===== src/rtl/ptp_tod_pkg.sv =====
package ptp_tod_pkg;

    localparam int SEC_W  = 48;
    localparam int NS_W   = 30;
    localparam int RATE_W = 8;
    localparam int FRAC_W = 24;

    localparam logic [NS_W-1:0] NS_PER_SEC = 30'd1_000_000_000;

    typedef enum logic [2:0] {
        A_NSEC   = 3'd0,
        A_SEC_LO = 3'd1,
        A_SEC_HI = 3'd2,
        A_RATE   = 3'd3,
        A_FRAC   = 3'd4,
        A_STEP   = 3'd5
    } reg_addr_e;

    typedef struct packed {
        logic [SEC_W-1:0] sec;
        logic [NS_W-1:0]  ns;
    } tod_t;

    // register bits 15:0 -> fraction 23:8, register bits 31:24 -> fraction 7:0
    function automatic logic [FRAC_W-1:0] frac_unpack(input logic [31:0] w);
        return {w[15:0], w[31:24]};
    endfunction

    function automatic logic [31:0] frac_pack(input logic [FRAC_W-1:0] f);
        return {f[7:0], 8'h00, f[23:8]};
    endfunction

endpackage


===== src/rtl/ptp_tod_rate.sv =====
module ptp_tod_rate
    import ptp_tod_pkg::*;
#(
    parameter int RW = RATE_W,
    parameter int FW = FRAC_W
) (
    input  logic          clk,
    input  logic          rst,
    input  logic          wr_rate,
    input  logic          wr_frac,
    input  logic [31:0]   wdata,
    input  logic          adv_en,
    input  logic          frac_clr,
    output logic [RW:0]   step_ns,
    output logic [RW-1:0] rate_ns
);
    logic [FW-1:0] frac_stage_q;
    logic [FW-1:0] frac_act_q;
    logic [RW-1:0] rate_q;
    logic [FW-1:0] acc_q;
    logic [FW:0]   acc_sum;

    assign acc_sum = {1'b0, acc_q} + {1'b0, frac_act_q};
    assign step_ns = {1'b0, rate_q} + {{RW{1'b0}}, acc_sum[FW]};
    assign rate_ns = rate_q;

    always_ff @(posedge clk) begin
        if (rst) begin
            frac_stage_q <= '0;
            frac_act_q   <= '0;
            rate_q       <= '0;
        end else begin
            if (wr_frac)
                frac_stage_q <= frac_unpack(wdata)[FW-1:0];
            if (wr_rate) begin
                rate_q     <= wdata[RW-1:0];
                frac_act_q <= frac_stage_q;
            end
        end
    end

    always_ff @(posedge clk) begin
        if (rst || frac_clr)
            acc_q <= '0;
        else if (adv_en)
            acc_q <= acc_sum[FW-1:0];
    end


    frac_stage_hold_chk: assert property (@(posedge clk) disable iff (rst)
        (wr_frac && !wr_rate) |=> $stable(frac_act_q));

endmodule


===== src/rtl/ptp_tod_core.sv =====
module ptp_tod_core
    import ptp_tod_pkg::*;
#(
    parameter int RW = RATE_W
) (
    input  logic            clk,
    input  logic            rst,
    input  logic            ld_ns,
    input  logic [NS_W-1:0] ld_ns_val,
    input  logic            ld_sec,
    input  logic [SEC_W-1:0] ld_sec_val,
    input  logic            step_go,
    input  logic            step_neg,
    input  logic [NS_W-1:0] step_mag,
    input  logic            adv_en,
    input  logic [RW:0]     step_ns,
    output tod_t            tod
);
    tod_t         cur_q;
    tod_t         nxt;
    logic [NS_W:0] tick_sum;
    logic [NS_W:0] adj_sum;
    logic [NS_W:0] adj_dif;

    assign tick_sum = {1'b0, cur_q.ns} + {{(NS_W-RW){1'b0}}, step_ns};
    assign adj_sum  = {1'b0, cur_q.ns} + {1'b0, step_mag};
    assign adj_dif  = {1'b0, cur_q.ns} - {1'b0, step_mag};

    always_comb begin
        nxt = cur_q;
        if (ld_ns) begin
            nxt.ns = ld_ns_val;
        end else if (step_go) begin
            if (!step_neg) begin
                if (adj_sum >= {1'b0, NS_PER_SEC}) begin
                    nxt.ns  = adj_sum[NS_W-1:0] - NS_PER_SEC;
                    nxt.sec = cur_q.sec + 1'b1;
                end else begin
                    nxt.ns = adj_sum[NS_W-1:0];
                end
            end else begin
                if (adj_dif[NS_W]) begin
                    nxt.ns  = adj_dif[NS_W-1:0] + NS_PER_SEC;
                    nxt.sec = cur_q.sec - 1'b1;
                end else begin
                    nxt.ns = adj_dif[NS_W-1:0];
                end
            end
        end else if (adv_en) begin
            if (tick_sum >= {1'b0, NS_PER_SEC}) begin
                nxt.ns = tick_sum[NS_W-1:0] - NS_PER_SEC;
                if (!ld_sec)
                    nxt.sec = cur_q.sec + 1'b1;
            end else begin
                nxt.ns = tick_sum[NS_W-1:0];
            end
        end
        if (ld_sec && !ld_ns && !step_go)
            nxt.sec = ld_sec_val;
    end

    always_ff @(posedge clk) begin
        if (rst)
            cur_q <= '0;
        else
            cur_q <= nxt;
    end

    assign tod = cur_q;


    ns_range_chk: assert property (@(posedge clk) disable iff (rst)
        cur_q.ns < NS_PER_SEC);


    sec_step_chk: assert property (@(posedge clk) disable iff (rst)
        (adv_en && !ld_sec && !ld_ns && !step_go) |=>
        (cur_q.sec == $past(cur_q.sec) || cur_q.sec == $past(cur_q.sec) + 1'b1));


    freeze_chk: assert property (@(posedge clk) disable iff (rst)
        (adv_en && step_ns == '0 && !ld_sec && !ld_ns && !step_go) |=>
        ($stable(cur_q.ns) && $stable(cur_q.sec)));

endmodule


===== src/rtl/ptp_tod_counter.sv =====
module ptp_tod_counter
    import ptp_tod_pkg::*;
(
    input  logic        clk,
    input  logic        rst,
    input  logic        bus_wr,
    input  logic        bus_rd,
    input  logic [2:0]  bus_addr,
    input  logic [31:0] bus_wdata,
    output logic [31:0] bus_rdata,
    output logic [47:0] tod_sec,
    output logic [29:0] tod_ns
);
    localparam int HI_W = SEC_W - 32;

    reg_addr_e          addr;
    logic               ld_ns;
    logic               ld_sec;
    logic               step_go;
    logic               adv_en;
    logic               wr_rate;
    logic               wr_frac;
    logic [RATE_W:0]    step_ns;
    logic [RATE_W-1:0]  rate_ns;
    logic [HI_W-1:0]    sec_hi_stage_q;
    logic [SEC_W-1:0]   shadow_q;
    logic [31:0]        rdata_q;
    tod_t               tod;

    assign addr    = reg_addr_e'(bus_addr);
    assign ld_ns   = bus_wr && addr == A_NSEC && bus_wdata < {2'b00, NS_PER_SEC};
    assign ld_sec  = bus_wr && addr == A_SEC_LO;
    assign step_go = bus_wr && addr == A_STEP && bus_wdata[NS_W-1:0] < NS_PER_SEC;
    assign wr_rate = bus_wr && addr == A_RATE;
    assign wr_frac = bus_wr && addr == A_FRAC;
    assign adv_en  = !ld_ns && !step_go;

    ptp_tod_rate #(.RW(RATE_W), .FW(FRAC_W)) u_rate (
        .clk      (clk),
        .rst      (rst),
        .wr_rate  (wr_rate),
        .wr_frac  (wr_frac),
        .wdata    (bus_wdata),
        .adv_en   (adv_en),
        .frac_clr (ld_ns),
        .step_ns  (step_ns),
        .rate_ns  (rate_ns)
    );

    ptp_tod_core #(.RW(RATE_W)) u_core (
        .clk        (clk),
        .rst        (rst),
        .ld_ns      (ld_ns),
        .ld_ns_val  (bus_wdata[NS_W-1:0]),
        .ld_sec     (ld_sec),
        .ld_sec_val ({sec_hi_stage_q, bus_wdata}),
        .step_go    (step_go),
        .step_neg   (bus_wdata[31]),
        .step_mag   (bus_wdata[NS_W-1:0]),
        .adv_en     (adv_en),
        .step_ns    (step_ns),
        .tod        (tod)
    );

    always_ff @(posedge clk) begin
        if (rst) begin
            sec_hi_stage_q <= '0;
            shadow_q       <= '0;
            rdata_q        <= '0;
        end else begin
            if (bus_wr && addr == A_SEC_HI)
                sec_hi_stage_q <= bus_wdata[HI_W-1:0];
            if (bus_rd) begin
                case (addr)
                    A_NSEC: begin
                        rdata_q  <= {{(32-NS_W){1'b0}}, tod.ns};
                        shadow_q <= tod.sec;
                    end
                    A_SEC_LO: rdata_q <= shadow_q[31:0];
                    A_SEC_HI: rdata_q <= {{(32-HI_W){1'b0}}, shadow_q[SEC_W-1:32]};
                    A_RATE:   rdata_q <= {{(32-RATE_W){1'b0}}, rate_ns};
                    default:  rdata_q <= '0;
                endcase
            end
        end
    end

    assign bus_rdata = rdata_q;
    assign tod_sec   = tod.sec;
    assign tod_ns    = tod.ns;


    shadow_capture_chk: assert property (@(posedge clk) disable iff (rst)
        (bus_rd && addr == A_NSEC) |=> (shadow_q == $past(tod_sec)));


    sec_hi_stage_chk: assert property (@(posedge clk) disable iff (rst)
        (bus_wr && addr == A_SEC_HI && step_ns == '0) |=> $stable(tod_sec));

endmodule


===== config.mk =====
export PLATFORM = sky130hd
export DESIGN_NAME = ptp_tod_counter
export DESIGN_NICKNAME = d
export VERILOG_FILES = /design/src/rtl/ptp_tod_pkg.sv /design/src/rtl/ptp_tod_rate.sv /design/src/rtl/ptp_tod_core.sv /design/src/rtl/ptp_tod_counter.sv
export SDC_FILE = /design/constraint.sdc
export NUM_CORES = 1
export LEC_CHECK = 0
export BUFFER_PORTS_ARGS = -buffer_cell sky130_fd_sc_hd__buf_2
export CELL_PAD_IN_SITES_DETAIL_PLACEMENT = 1
export CELL_PAD_IN_SITES_GLOBAL_PLACEMENT = 1
export CORE_MARGIN = 3
export CORE_UTILIZATION = 46
export DETAILED_ROUTE_END_ITERATION = 7
export GPL_ROUTABILITY_DRIVEN = 0
export PLACE_DENSITY_LB_ADDON = 0.1
export SLEW_MARGIN = 20
export SYNTH_ARGS = -nofsm -noshare
export SYNTH_HDL_FRONTEND = slang
export SYNTH_SLANG_ARGS = --single-unit

===== constraint.sdc =====
create_clock -name clk -period 14.7 [get_ports clk]
set_input_delay 2.205 -clock clk [delete_from_list [all_inputs] [get_ports clk]]
set_output_delay 2.205 -clock clk [all_outputs]
set_load 0.03 [all_outputs]

==> results of run 1 <==
==> worst min-delay path: stages (launching register included) <==
cell and delay, ns:
sky130_fd_sc_hd__dfxtp_1 0.31, sky130_fd_sc_hd__nand2_1 0.05, sky130_fd_sc_hd__a21oi_1 0.05
==> kinds of logic (layout without fill, tap and decap cells) <==
logic type               count (synthesis)  in the layout  share of synthesized area
AO/OA/AOI/OAI                          813            813                      0.267
XOR/XNOR                               131            131                     0.0596
adder cells (fa/ha/maj)                101            101                     0.0676
buffers and inverters                  270            328                     0.0544
flip-flops                             254            254                      0.264
multiplexers                            41             41                     0.0275
other                                    0              1                          0
AND/OR/NAND/NOR                       1071           1071                      0.260
==> power by group <==
part	total (mW)	switching [mW]	internal (mW)	leakage [nW]
Clock	0.757	0.317	0.439	0.490
Sequential	0.718	0.0206	0.697	2.05
Combinational	0.405	0.275	0.129	5.70
Total	1.88	0.613	1.27	8.24
==> stage by stage <==
| step | util | instances | hold WS [ns] |
|---|---|---|---|
| final | 0.516 | 3272 | 0.442 |
| after CTS | 0.516 | 3271 | 0.450 |
| after global placement | 0.492 | 3216 | 0.439 |
| after detailed placement | 0.492 | 3216 | 0.445 |
| after floorplan | - | 2681 | 0.432 |
| after global routing | 0.516 | 3272 | 0.462 |
==> layer usage <==
layer  global-route usage  vias up  share of wire
met1                0.453    10400           0.42
met5                    0        -              0
met2                0.582      762           0.47
met4                0.139        0          0.041
met3               0.0445      195          0.069
li1                     -     9628              -
==> cell usage in the layout (no fill, tap or decap), drive strengths merged, types with 42 or more instances in the layout <==
cell type / synthesis / final
ha: 96 / 96
nor3: 85 / 85
nor2b: 58 / 58
nor2: 190 / 190
inv: 97 / 97
xnor2: 97 / 97
a21oi: 370 / 370
clkbuf: 142 / 42
o21ai: 113 / 113
buf: 31 / 176
dfxtp: 254 / 254
nand2: 462 / 462
nand3: 59 / 59
==> synth_stat cells, drive strengths merged (9+ instances only) <==
library cell and number:
a2111oi 11, a211oi 23, a21o 24, a21oi 370, a221oi 10, a31o 9
a31oi 35, and2 29, and3 28, buf 31, clkbuf 142, dfxtp 254
ha 96, inv 97, mux2 15, mux2i 18, nand2 462, nand2b 27
nand3 59, nand4 19, nor2 190, nor2b 58, nor3 85, nor4 31
o211ai 23, o21a 20, o21ai 113, o21bai 11, o221ai 13, o22ai 13
o31ai 31, o32ai 22, or2 19, or3 22, or4 9, xnor2 97
xor2 34
==> cell type report <==
| type | instances | area [sq um] | area share |
|---|---|---|---|
| Clock inverter | 13 | 129 | 0.00608 |
| Sequential cell | 254 | 5080 | 0.240 |
| Clock buffer | 42 | 856 | 0.0403 |
| Antenna cell | 1 | 2.50 | 0.000118 |
| Inverter | 97 | 364 | 0.0172 |
| Timing Repair Buffer | 176 | 957 | 0.0451 |
| Tap cell | 532 | 666 | 0.0314 |
| Multi-Input combinational cell | 2157 | 13200 | 0.620 |
==> state kept, by name, summed over array words and instances (netlist names) <==
| signal | count |
|---|---|
| u_core.tod | 78 |
| shadow_q | 48 |
| bus_rdata | 32 |
| u_rate.acc_q | 24 |
| u_rate.frac_act_q | 24 |
| u_rate.frac_stage_q | 24 |
| sec_hi_stage_q | 16 |
| u_rate.rate_ns | 8 |
==> worst max-delay path by stage <==
| stage | start | to | slack, ns | cells past startpoint |
|---|---|---|---|---|
| finish | u_rate.acc_q[0] | u_core.tod[72] | 5.76 | 35 |
| global route | u_rate.acc_q[0] | u_core.tod[72] | 5.06 | 35 |
| CTS | u_rate.acc_q[0] | u_core.tod[72] | 5.82 | 35 |
| detailed placement | u_rate.acc_q[0] | u_core.tod[72] | 5.86 | 35 |
| global placement | u_rate.acc_q[0] | u_core.tod[72] | 6.14 | 35 |
| floorplan | u_rate.acc_q[0] | u_core.tod[49] | 7.79 | 35 |
==> flow_results.org, run 1 <==
** STA
- Based on the critical path, the design can be clocked at up to 112 MHz.
- The final max-slew violation count was 0.
- Least setup slack across all paths after layout :: 5.76 ns
- Time the worst path needs with I/O delays and setup :: 8.94 ns
- Headroom to the max-slew limit came out at 0.282.
- Setup repair after global routing left no endpoint under its margin.
- For the final routed database, the setup TNS stands at 0 ns.
- Final number of hold-violating endpoints :: 0
- Setup violations remaining at the end of the flow were counted as 0.
- For the pin with the worst max-slew slack, the measured transition is 1.08 ns.
- The clock arrives with 0.0129 ns of skew.
- In the finished design, the share of the clock period the worst path needs comes to 0.608.

** Place
- Number of port buffers :: 148
- Pre-CTS setup slack :: 5.86 ns
- In this run the cell area measured after placement is 20,200 sq um.
- Post-detailed-placement half-perimeter wirelength :: 58,200 microns

** Floorplan
- Num ports :: 149
- The initial utilization of the core area, before any placement, comes to 0.468.
- In this run the horizontal extent of the chip is 211 microns.
- Number of core rows :: 74
- The floorplan step defined a die boundary enclosing 44,300 sq um.
- From bottom edge to top edge, the die measures 211 microns.
- Floorplan core area :: 41,100 sq um

** Critical path
- The worst register-to-register path begins at u_rate.acc_q[0].
- The critical path contains buffers and inverters numbering 3 combined.
- Max stage delay cell, worst path :: sky130_fd_sc_hd__o21a_2
- Counting cells, the worst reg-to-reg path comes to 35.
- The most numerous cell type found on the critical path is sky130_fd_sc_hd__a21oi_1.
- In this run the worst path has a maximum fanout of 25.
- The largest single stage delay on the critical path is 0.67 ns.
- CP arrival :: 9.43 ns
- The worst setup path is captured at a register.
- Among cell families on the critical path, the largest total delay comes from compound AO/OA/AOI/OAI gates.
- The worst setup path is launched from a register.
- Worst Path Class, Setup :: reg2reg
- Required arrival time at the worst endpoint :: 15.19 ns
- The endpoint identified for the worst register-to-register timing path is u_core.tod[72].
- Register-to-register setup slack :: 5.76 ns

** Yosys
- Async S/R FF share, synth :: 0
- Share of the synthesized area in the top cell type :: 0.264
- Ranked by total cell area, the synthesized netlist is headed by sky130_fd_sc_hd__dfxtp_1, sky130_fd_sc_hd__a21oi_1, sky130_fd_sc_hd__nand2_1.
- Yosys printed 0 warnings.
- Cells after synthesis :: 2,681
- In this run the cell area of the synthesized design comes to 19,200 sq um.
- In this run, synthesis inferred 0 flip-flops with an integrated enable.
- Post-Syn Nets :: 2,821
- A synthesized cell averages 7.18 sq um.
- Part of the Yosys area used for sequential elements :: 0.264
- Top flip-flop cell by instance count after synthesis :: sky130_fd_sc_hd__dfxtp_1
- In this run, synthesis produced a sequential element count of 254.
- The largest total area in the synthesized netlist belongs to sky130_fd_sc_hd__dfxtp_1.
- Cell variety after synth :: 93

** Min path
- The startpoint identified for the worst hold timing path is u_rate.frac_stage_q[22].
- The worst hold path terminates at u_rate.frac_act_q[22].
- The worst hold path passes through 2 cells.
- Worst Hold Class :: reg2reg

** Pwr
- For this design the static power due to leakage is 8.24 nW.
- Power Density :: 88.6 nW/um^2
- PnR Total Power :: 1.88 mW
- VDD sags by at most 85.7 uV.

** Route
- For this run, design rule violations remaining after detail routing come to 0.
- DR WL/cell :: 24.3 microns
- After the first detailed-routing iteration, the DRC count stood at 1,762.
- Routed Antenna Nets :: 0
- The final layout contains routed wiring with a total length of 79,400 microns.
- Across all layers, the routed design uses 21,000 vias.
- Before antenna repair, the detailed router went through 5 iterations.
- In the routed layout, each cell is associated on average with a via count of 6.42.

** Job
- Max-cap violation count :: 0

** Status
- The run finished with clean final reports.

** CTS
- For the worst-skew pair, the clock arrives at the later sink with an insertion delay of 0.59 ns.
- Max clock buf depth :: 3
- CTS clock-pin slew for the worst setup and hold paths :: 0.06 ns
- Once the clock tree was built, the resizer swapped 0 gates to a different size.
- The number of clock buffers added by TritonCTS is 30.
- In this run, post-CTS hold repair placed 0 buffers.
- H-tree Lvls :: 1
- CTS tree :: done
- After clock tree synthesis, the setup repair step added 0 buffers.
- Number of sinks on the clock net :: 254
- The cell sitting at the root of the clock tree is a sky130_fd_sc_hd__clkbuf_16.

** Cells and area
- The area growth from synthesis to layout is 10.2%.
- Layout Cell Area excl Fill :: 21,200 sq um
- In the final layout, the share of cells above drive strength 1 is 0.114.
- Post-layout net count :: 2,856
- Total of fill cells in the finished design :: 5,370

** GRT
- Vias in the first global route :: 21,400
- Remaining global-route overflow :: 0
- Maximum number of pins on one net before global-route repair :: 102
- For this run, the total global-route usage over all layers was measured as 0.347.
- Antenna violations before repair :: 1
- The first global-routing pass estimated 123,000 microns of wire.
Note: power is estimated with default switching activity, not from simulation.
==> run 2, diff against run 1 <==
CORE_UTILIZATION = 41   (was 46)
clock period = 8.1 ns   (was 14.7 ns; I/O delays follow)
==> run 2 against run 1 <==
Compared with the run above:
- cell area grew 1.6%
- maximum frequency grew 19%
- global-route usage shrank 2.6 points
- wire length grew 3.7%
- sequential power grew 81%
- setup slack lost 5.2 ns
- flip-flop and latch count is the same
- hold slack gained 0.0050 ns
- clock skew grew 0.0075 ns
- largest power group unchanged
==> flow_results.org, run 2 (synthesis gave the netlist of run 1 again) <==
** Status
- The flow ran to the end, and the final reports show no timing, DRC or antenna violations.

** STA
- The final hold slack was 0.447 ns (+0.00502 ns).
- The post-route clock skew was 0.0204 ns (+0.00755 ns).
- Count of pins over their slew limit :: 0 (unchanged)
- The aggregate negative setup slack was 0 ns (unchanged).
- The shortest period the worst path allows came to 7.52 ns (-1.42 ns).
- The worst setup slack after layout was 0.575 ns (-5.18 ns).
- Max frequency :: 133 MHz (+19%)
- Normalized max-slew margin :: 0.259 (-0.0229)
- Final number of hold-violating endpoints :: 0 (unchanged)
- Measured slew at the worst slew-check pin :: 1.11 ns (+0.0344 ns)
- Share of the clock period used by the worst path after layout :: 0.929 (+0.321)
- Number of setup violations in the final report :: 0 (unchanged)
- Setup repair after global routing left no endpoint under its margin.

** CTS
- Insertion delay of the later-clocked pin in the worst-skew pair :: 0.57 ns (-0.02 ns)
- Number of clock buffers inserted by TritonCTS :: 35 (+17%)
- Number of sinks on the clock net :: 254 (unchanged)
- The register clock-pin slew on the reported worst setup and hold paths was 0.05 ns (about the same).
- The root buffer cell chosen for the clock tree is sky130_fd_sc_hd__clkbuf_16.
- The maximum buffer depth of the clock tree came to 3 (unchanged).
- CTS tree :: done
- The post-CTS setup repair buffer count was 0 (unchanged).
- H-tree Lvls :: 2 (+1)
- Number of buffers inserted by hold repair at cts :: 0 (unchanged)

** Route
- Detailed Route Iter0 Violations :: 1,625 (-7.8%)
- Total Wirelength :: 82,300 microns (+3.7%)
- # DRC :: 0 (unchanged)
- The detail-routed net length per standard cell came to 24.5 microns (+1.2%).
- The remaining antenna violation count came to 0 (unchanged).
- Vias :: 21,000 (-0.052%)
- TritonRoute pass-1 iters :: 5 (unchanged)
- The average vias per placed instance came to 6.26 (-2.5%).

** Floorplan
- The core footprint is 45,900 sq um (+12%).
- Num ports :: 149 (unchanged)
- The vertical die dimension was 223 microns (+5.8%).
- The number of core rows came to 78 (+5.4%).
- The starting density of the core is 0.420 (-0.0486).
- Die Footprint :: 49,600 sq um (+12%)
- Horizontal extent of the die :: 223 microns (+5.8%)

** Pwr
- The clock group share of total power was 0.428 (+0.025).
- Maximum resistive drop on vdd :: 129 uV (+50%)
- Share of total power in sequential cells :: 0.362 (-0.020)
- The power share of the combinational group is 0.210 (-0.005).
- Switch share :: 0.329 (+0.00229)
- The net load switching power came to 1.19 mW (+93%).
- Power Density :: 167 nW/um^2 (+89%)
- The internal cell power was 2.42 mW (+91%).
- Leakage dissipation :: 8.37 nW (+1.5%)

** Critical path
- The required time at the worst-slack endpoint was 8.55 ns (-6.64 ns).
- CP arrival :: 7.98 ns (-1.45 ns)
- Startpoint of the worst register-to-register path :: u_rate.acc_q[0]
- In this run the critical register-to-register path is captured at u_core.tod[44].
- The largest stage delay on the critical path is 0.44 ns (-0.23 ns).
- The slack of the worst reg-to-reg path came to 0.58 ns (-5.18 ns).
- The slowest stage of the critical path is the sky130_fd_sc_hd__fa_1 cell.
- CP Max Fanout :: 11 (-56%)
- The depth of the worst register-to-register path was 36 (+2.9%).
- Type of element capturing the critical path :: register
- Worst Path Class, Setup :: reg2reg
- Startpoint types :: register

** Cells and area
- Synth-to-Final Area Change :: 12.0%
- Post-layout net count :: 2,872 (+0.56%)
- The non-filler instance count after layout was 3,355 (+2.5%).
- The library cells used most frequently in the layout, excluding fill and tap cells, are sky130_fd_sc_hd__nand2_1, sky130_fd_sc_hd__a21oi_1, sky130_fd_sc_hd__dfxtp_1, sky130_fd_sc_hd__nor2_1, sky130_fd_sc_hd__buf_2.
- Most common library cell in the layout ignoring fill and taps :: sky130_fd_sc_hd__nand2_1
- The flip-flop count of the largest register, all copies and words added is 78 (unchanged).
- The share of cells above drive strength 1 is 0.121 (+0.00628).
- Final core occ :: 0.470 (-0.0460)

** Place
- Number of port buffers :: 148 (unchanged)
- The worst slack at placement was 0.0157 ns (-5.85 ns).
- Cell Count Post-Placement :: 3,295 (+2.5%)
- The post-DP HPWL was 59,500 microns (+2.2%).

** GRT
- Remaining global-route overflow :: 0 (unchanged)
- Antenna violations before repair :: 0 (-1)
- The global-route usage over all layers was 0.320 (-0.0261).
- The global-route wire length before repair came to 126,000 microns (+3.0%).
- The pin count of the biggest net entering global routing came to 102 (unchanged).
- The via count of the first global-routing pass came to 21,000 (-1.7%).

** Job
- The number of maximum-capacitance constraint violations came to 0 (unchanged).

** Min path
- For hold timing, the worst endpoint is u_rate.frac_act_q[6].
- The number of stages on the worst hold path came to 2 (unchanged).
- Hold wc startpoint :: u_rate.frac_stage_q[6]
- The path class of the tightest hold or removal check is reg2reg.
[run 2: cell types whose count changed in the layout (fill, tap and decap cells not counted), moves of 2 or more]
cell / delta
sky130_fd_sc_hd__buf_4: +10
sky130_fd_sc_hd__clkbuf_16: +6
sky130_fd_sc_hd__clkinv_2: -6
sky130_fd_sc_hd__a211oi_1: -2
sky130_fd_sc_hd__a211oi_2: +2
sky130_fd_sc_hd__a21oi_1: -2
sky130_fd_sc_hd__a21oi_2: +2
sky130_fd_sc_hd__clkbuf_1: +2
sky130_fd_sc_hd__clkbuf_8: -2
sky130_fd_sc_hd__clkinv_4: +2
[run 2: stage by stage]
| stage | area, sq um | power [mW] |
|---|---|---|
| CTS | 21500 | 3.61 |
| global route | 21600 | 3.74 |
| detailed placement | 20400 | 2.06 |
| finish | 21600 | 3.61 |
| global placement | 20400 | 2.05 |
| floorplan | 19200 | 1.81 |
[run 2: worst max path at each step]
stage          slack (ns)        endpoint       startpoint  cells after the start
2_1_floorplan        1.19  u_core.tod[49]  u_rate.acc_q[0]                     35
3_3_place_gp         0.22  u_core.tod[19]  u_rate.acc_q[0]                     35
3_5_place_dp         0.02  u_core.tod[19]  u_rate.acc_q[0]                     35
4_1_cts              0.08  u_core.tod[19]  u_rate.acc_q[0]                     35
5_1_grt             0.006  u_core.tod[15]  u_rate.acc_q[0]                     36
6_report             0.58  u_core.tod[44]  u_rate.acc_q[0]                     36
[run 2: routing by layer]
layer	global-route usage	up-vias	wire length [microns]
met5	0	-	0
met4	0.125	0	3380
met3	0.0477	181	5400
met2	0.526	765	38100
met1	0.424	10400	35500
li1	-	9651	-
[run 2: area by class of cell]
type | count | area [sq um]
Fill cell | 5794 | 24300
Multi-Input combinational cell | 2157 | 13200
Sequential cell | 254 | 5080
Timing Repair Buffer | 187 | 1050
Clock buffer | 48 | 986
Tap cell | 600 | 751
Inverter | 97 | 364
Clock inverter | 11 | 133
Antenna cell | 1 | 2.50
[run 2: repair_timing]
action / CTS / global route
gates resized for setup: 1 / 9
setup endpoints to repair: 1 / 67
pin swaps: 0 / 2
hold endpoints to repair: 0 / 0
[run 2: worst max-delay path, delay by kind of cell, from the launching register on]
kind / cells / cell delay (ns)
AO/OA/AOI/OAI: 23 / 4.42
adder cells (fa/ha/maj): 5 / 1.56
buffers and inverters: 4 / 0.53
AND/OR/NAND/NOR: 3 / 0.43
flip-flops: 1 / 0.31
XOR/XNOR: 1 / 0.18
[run 2: power by group through the flow]
stage          Sequential, mW  Combinational [mW]  Clock (mW)
5_1_grt                  1.30               0.811        1.62
6_report                 1.30               0.757        1.55
3_3_place_gp             1.33               0.716           0
4_1_cts                  1.30               0.738        1.57
2_1_floorplan            1.33               0.485           0
3_5_place_dp             1.33               0.732           0
